$ cat config.mk
export PLATFORM = sky130hd
export DESIGN_NAME = sva_mon
export DESIGN_NICKNAME = d
export VERILOG_FILES = /design/src/rtl/sva_mon_pkg.sv /design/src/rtl/sva_mon_start.sv /design/src/rtl/sva_mon_hold.sv /design/src/rtl/sva_mon_fsm.sv /design/src/rtl/sva_mon.sv
export SDC_FILE = /design/constraint.sdc
export NUM_CORES = 1
export LEC_CHECK = 0
export ABC_AREA = 1
export CAP_MARGIN = 20
export CORE_MARGIN = 5
export CORE_UTILIZATION = 38
export DETAILED_ROUTE_END_ITERATION = 10
export PLACE_DENSITY = 0.82
export SLEW_MARGIN = 20
export SYNTH_ARGS = -nofsm -noshare
export SYNTH_HDL_FRONTEND = slang
export SYNTH_SLANG_ARGS = --single-unit
$ cat constraint.sdc
create_clock -name clk -period 1.15 [get_ports clk]
set_input_delay 0.23 -clock clk [delete_from_list [all_inputs] [get_ports clk]]
set_output_delay 0.23 -clock clk [all_outputs]
set_load 0.01 [all_outputs]
$ cat src/rtl/sva_mon_pkg.sv
package sva_mon_pkg;

    localparam int NUM_ST = 6;

    typedef enum int unsigned {
        ST_IDLE = 0,
        ST_WAIT = 1,
        ST_TAG  = 2,
        ST_DAT  = 3,
        ST_PASS = 4,
        ST_FAIL = 5
    } st_idx_e;

    typedef logic [NUM_ST-1:0] st_vec_t;

    // Transition conditions seen by the one-hot network in one cycle.
    typedef struct packed {
        logic start;    // effective start (already gated by the once latch)
        logic wr;       // write request present
        logic rep;      // repeat selector
        logic tag_hit;  // read request with matching tag
        logic dat_ok;   // output data equals captured data
    } cond_t;

    function automatic st_vec_t st_bit(st_idx_e i);
        return st_vec_t'(1) << int'(i);
    endfunction

endpackage

$ cat src/rtl/sva_mon_start.sv
module sva_mon_start (
    input  logic clk,
    input  logic rst,
    input  logic start_sel,
    output logic start_eff
);
    logic done_q;

    assign start_eff = start_sel & ~done_q;

    always_ff @(posedge clk) begin
        if (rst) done_q <= 1'b0;
        else     done_q <= done_q | start_eff;
    end


    start_once_chk: assert property (@(posedge clk) disable iff (rst)
        start_eff |=> !start_eff);
endmodule

$ cat src/rtl/sva_mon_hold.sv
module sva_mon_hold #(
    parameter int W = 8
) (
    input  logic         clk,
    input  logic         rst,
    input  logic         load,
    input  logic [W-1:0] d,
    output logic [W-1:0] q
);
    always_ff @(posedge clk) begin
        if (rst)       q <= '0;
        else if (load) q <= d;
    end
endmodule

$ cat src/rtl/sva_mon_fsm.sv
module sva_mon_fsm
    import sva_mon_pkg::*;
(
    input  logic    clk,
    input  logic    rst,
    input  cond_t   c,
    output st_vec_t st
);
    st_vec_t nx;

    // Each bit is the OR over its predecessors of (predecessor & edge condition).
    always_comb begin
        nx = '0;
        nx[ST_IDLE] = st[ST_IDLE] & ~c.start;
        nx[ST_WAIT] = (st[ST_IDLE] & c.start & c.wr)
                    | (st[ST_WAIT] & c.rep);
        nx[ST_TAG]  = st[ST_WAIT] & ~c.rep;
        nx[ST_DAT]  = st[ST_TAG] & c.tag_hit;
        nx[ST_PASS] = (st[ST_IDLE] & c.start & ~c.wr)
                    | (st[ST_TAG] & ~c.tag_hit)
                    | (st[ST_DAT] & c.dat_ok)
                    | st[ST_PASS];
        nx[ST_FAIL] = (st[ST_DAT] & ~c.dat_ok)
                    | st[ST_FAIL];
    end

    always_ff @(posedge clk) begin
        if (rst) st <= st_bit(ST_IDLE);
        else     st <= nx;
    end


    state_onehot_chk: assert property (@(posedge clk) disable iff (rst)
        $countones(st) == 1);


    idle_wait_chk: assert property (@(posedge clk) disable iff (rst)
        (st[ST_IDLE] && !c.start) |=> st[ST_IDLE]);


    loop_stay_chk: assert property (@(posedge clk) disable iff (rst)
        (st[ST_WAIT] && c.rep) |=> st[ST_WAIT]);


    loop_exit_chk: assert property (@(posedge clk) disable iff (rst)
        (st[ST_WAIT] && !c.rep) |=> st[ST_TAG]);


    pass_keep_chk: assert property (@(posedge clk) disable iff (rst)
        st[ST_PASS] |=> st[ST_PASS]);
endmodule

$ cat src/rtl/sva_mon.sv
module sva_mon
    import sva_mon_pkg::*;
#(
    parameter int DATA_W = 8,
    parameter int TAG_W  = 4
) (
    input  logic              clk,
    input  logic              rst,
    input  logic              wr_req,
    input  logic [DATA_W-1:0] wr_data,
    input  logic [TAG_W-1:0]  wr_tag,
    input  logic              rd_req,
    input  logic [TAG_W-1:0]  rd_tag,
    input  logic [DATA_W-1:0] rd_data,
    input  logic              start_sel,
    input  logic              rep_sel,
    output logic              fail_o,
    output logic [NUM_ST-1:0] state_o
);
    logic              start_eff;
    logic              cap_en;
    logic [DATA_W-1:0] data_q;
    logic [TAG_W-1:0]  tag_q;
    cond_t             cnd;
    st_vec_t           st;

    sva_mon_start u_start (
        .clk       (clk),
        .rst       (rst),
        .start_sel (start_sel),
        .start_eff (start_eff)
    );

    // The only substitution edge: idle -> waiting.
    assign cap_en = st[ST_IDLE] & start_eff & wr_req;

    sva_mon_hold #(.W(DATA_W)) u_data (
        .clk  (clk),
        .rst  (rst),
        .load (cap_en),
        .d    (wr_data),
        .q    (data_q)
    );

    sva_mon_hold #(.W(TAG_W)) u_tag (
        .clk  (clk),
        .rst  (rst),
        .load (cap_en),
        .d    (wr_tag),
        .q    (tag_q)
    );

    always_comb begin
        cnd.start   = start_eff;
        cnd.wr      = wr_req;
        cnd.rep     = rep_sel;
        cnd.tag_hit = rd_req & (rd_tag == tag_q);
        cnd.dat_ok  = (rd_data == data_q);
    end

    sva_mon_fsm u_fsm (
        .clk (clk),
        .rst (rst),
        .c   (cnd),
        .st  (st)
    );

    assign state_o = st;
    assign fail_o  = st[ST_FAIL] & ~st[ST_DAT];


    cap_hold_chk: assert property (@(posedge clk) disable iff (rst)
        !(state_o[ST_IDLE] && start_sel && wr_req) |=> ($stable(data_q) && $stable(tag_q)));


    tag_miss_chk: assert property (@(posedge clk) disable iff (rst)
        (state_o[ST_TAG] && !rd_req) |=> state_o[ST_PASS]);


    data_bad_chk: assert property (@(posedge clk) disable iff (rst)
        (state_o[ST_DAT] && rd_data != data_q) |=> fail_o);


    fail_sticky_chk: assert property (@(posedge clk) disable iff (rst)
        fail_o |=> fail_o);
endmodule

==> results.tsv <==
metric	value	unit
outcome	finished clean	
drv_slew	0	
hold_path.class	input pin to flop	
antenna_found_initial	0	
max_freq	892	MHz
final_cells	199	
htree_levels	1	
maxSlewHeadroom	0.875	
fin_hold_ws	0.449	ns
fill_cells	204	
reg2reg_slack	0.03	ns
ys_seq_area_frac	0.421	
core-area	2230	um^2
r2r-start	u_tag.q[1]	
syn_to_final_growth	53.7	%
skew	0.00246	ns
ys_types	14	
antenna_cells	0	
initial_core_util	0.404	
dp_cells	193	
final_common_cell	nand2_1	
cts_tree	yes	
crit_path_end_kind	flop	
netlist_area	903	um^2
period_minus_slack	1.12	ns
nets	202	
final_layout_size_suffix_gt1_frac	0.240	
worstReg2RegEnd	u_fsm.st[4]	
period_share	0.975	
cp.arrival	1.33	ns
hold_depth	7	
ys_ff_latch	19	
pwr_density_cell	993	nW/um^2
critPathBufInv	1	
dpl-instance-area	1360	um^2
groute.usage.overall	0.145	
syn_area_per_cell	7.34	um^2
clock_latency	0.31	ns
cpPeakStageDelay	0.35	ns
drtAntennaViolNets	0	
clockBufferDepth	2	
grt-ovfl-total	0	
pin_count	37	
critPathSlowestCell	dfxtp_2	
grt_pass1_wl	3.81	mm
dp.final_hpwl	1.72	mm
numClockSinks	19	
gp_congestion	0.798	
drc	0	
crit_fanout	2	
worstPathRequired	1.36	ns
die_w	58.8	um
numCtsBuffers	3	
grt_max_degree	18	
grt_pass1_vias	929	
reg2regPathDepth	9	
p_leak	0.608	nW
viasPerCell	4.52	
design_area	1390	um^2
vias	900	
portBuffers	36	
crit_chain	inv_2, nand2_2, nand2_1, nor2_1, nand3_1, nand2_1, nand2_1, nor2_1, nor2_1	
rsz0062_at_grt	true	
cpLargestDelayFamily	simple AND/OR/NAND/NOR gates	
critPathKind	flop to flop	
die_area	3450	um^2
mostFrequentLayoutCells	28 x nand2_1, 27 x clkdlybuf4s50_1, 18 x inv_1	
die_h	58.8	um
whs_endpoint	u_fsm.st[3]	
syn_inst	123	
syn-num-nets	153	
std_cell_rows	17	
wl	2.25	mm
path_clk_slew	0.11	ns
drt_first_pass_iters	4	
finalSetupViolations	0	
cts-root-buf	clkbuf_4	
critPathLaunchType	flop	
ir_worst_vdd	904	uV
tightest_slew	0.187	ns
hold_start	rd_tag[0]	
hold_violations	0	
drt-initial-drc-count	7	
drv_cap	0	
ys_warn_count	0	
wl_per_cell	11.3	um
-- how the worst max path moves through the flow --
stage | endpoint | cells after the start | slack (ns) | start
after floorplan | u_data.q[2] | 4 | 0.15 | u_fsm.st[0]
after global placement | u_fsm.st[4] | 10 | -0.25 | rd_tag[1]
after detailed placement | u_fsm.st[4] | 10 | -0.27 | rd_tag[1]
after CTS | state_o[0] | 1 | 0.003 | u_fsm.st[0]
after global routing | u_fsm.st[4] | 9 | -0.11 | u_tag.q[0]
final | u_fsm.st[4] | 9 | 0.03 | u_tag.q[1]
-- cells in the mapped netlist (all sizes together) --
cell type  count  area share
nand3          2       0.011
nor2          13       0.057
xnor2          6       0.058
a21oi         15       0.083
dfxtp         19        0.42
nand4          1       0.024
inv           22       0.091
nand2         29        0.12
o21ai         13        0.10
buf            3       0.033
-- timing repair --
item | in CTS | in global routing
buffers inserted | 1 | 1
pin swaps | 0 | 6
endpoints found under the hold margin | 0 | 0
hold buffers | 0 | 0
gates resized for setup | 22 | 16
setup endpoints to repair | 8 | 8
-- state kept, by name (all words and copies together) (netlist names) --
signal,count
u_fsm.st,6
u_tag.q,4
u_data.q,8
u_start.done_q,1
-- cells by family (layout without fill, tap and decap cells) --
family,count (synthesis),after routing,synth area share
AO/OA/AOI/OAI,28,28,0.184
buffers and inverters,25,73,0.125
XOR/XNOR,6,6,0.0582
flip-flops,19,19,0.421
AND/OR/NAND/NOR,45,45,0.212
-- stage by stage --
step	utilization	power, mW	setup WS (ns)	TNS, ns
after floorplan	-	0.865	0.153	0
after global placement	0.610	1.03	-0.254	-3.07
after detailed placement	0.610	1.04	-0.272	-3.54
after CTS	0.622	1.37	0.00250	0
after global routing	0.622	1.46	-0.107	-0.125
final	0.622	1.38	0.0285	0
-- worst min-delay path, stage by stage --
cell            delay [ns]
dlymetal6s2s_1        0.10
nand2_1               0.06
nand2_1               0.06
nor2_1                0.05
nand3_1               0.10
buf_4                 0.11
nor2_1                0.03
-- cell type report --
type	count	area [um^2]	area share
Inverter	22	82.6	0.0595
Multi-Input combinational cell	79	413	0.297
Sequential cell	19	388	0.279
Clock buffer	4	26.3	0.0189
Timing Repair Buffer	47	444	0.320
Tap cell	28	35.0	0.0252
-- power breakdown --
group | leakage [nW] | internal, mW | total (mW) | switching [mW]
Clock | 0.0150 | 0.136 | 0.357 | 0.222
Sequential | 0.158 | 0.695 | 0.715 | 0.0197
Combinational | 0.435 | 0.180 | 0.307 | 0.127
Total | 0.608 | 1.01 | 1.38 | 0.368
-- metal layers --
metal	wire length (um)	vias up	track usage
met5	0	-	0
met2	1150	27	0.241
met3	154	6	0.0548
met4	55	0	0.0777
met1	887	391	0.160
li1	-	476	-
(Power assumes the default switching activity.)
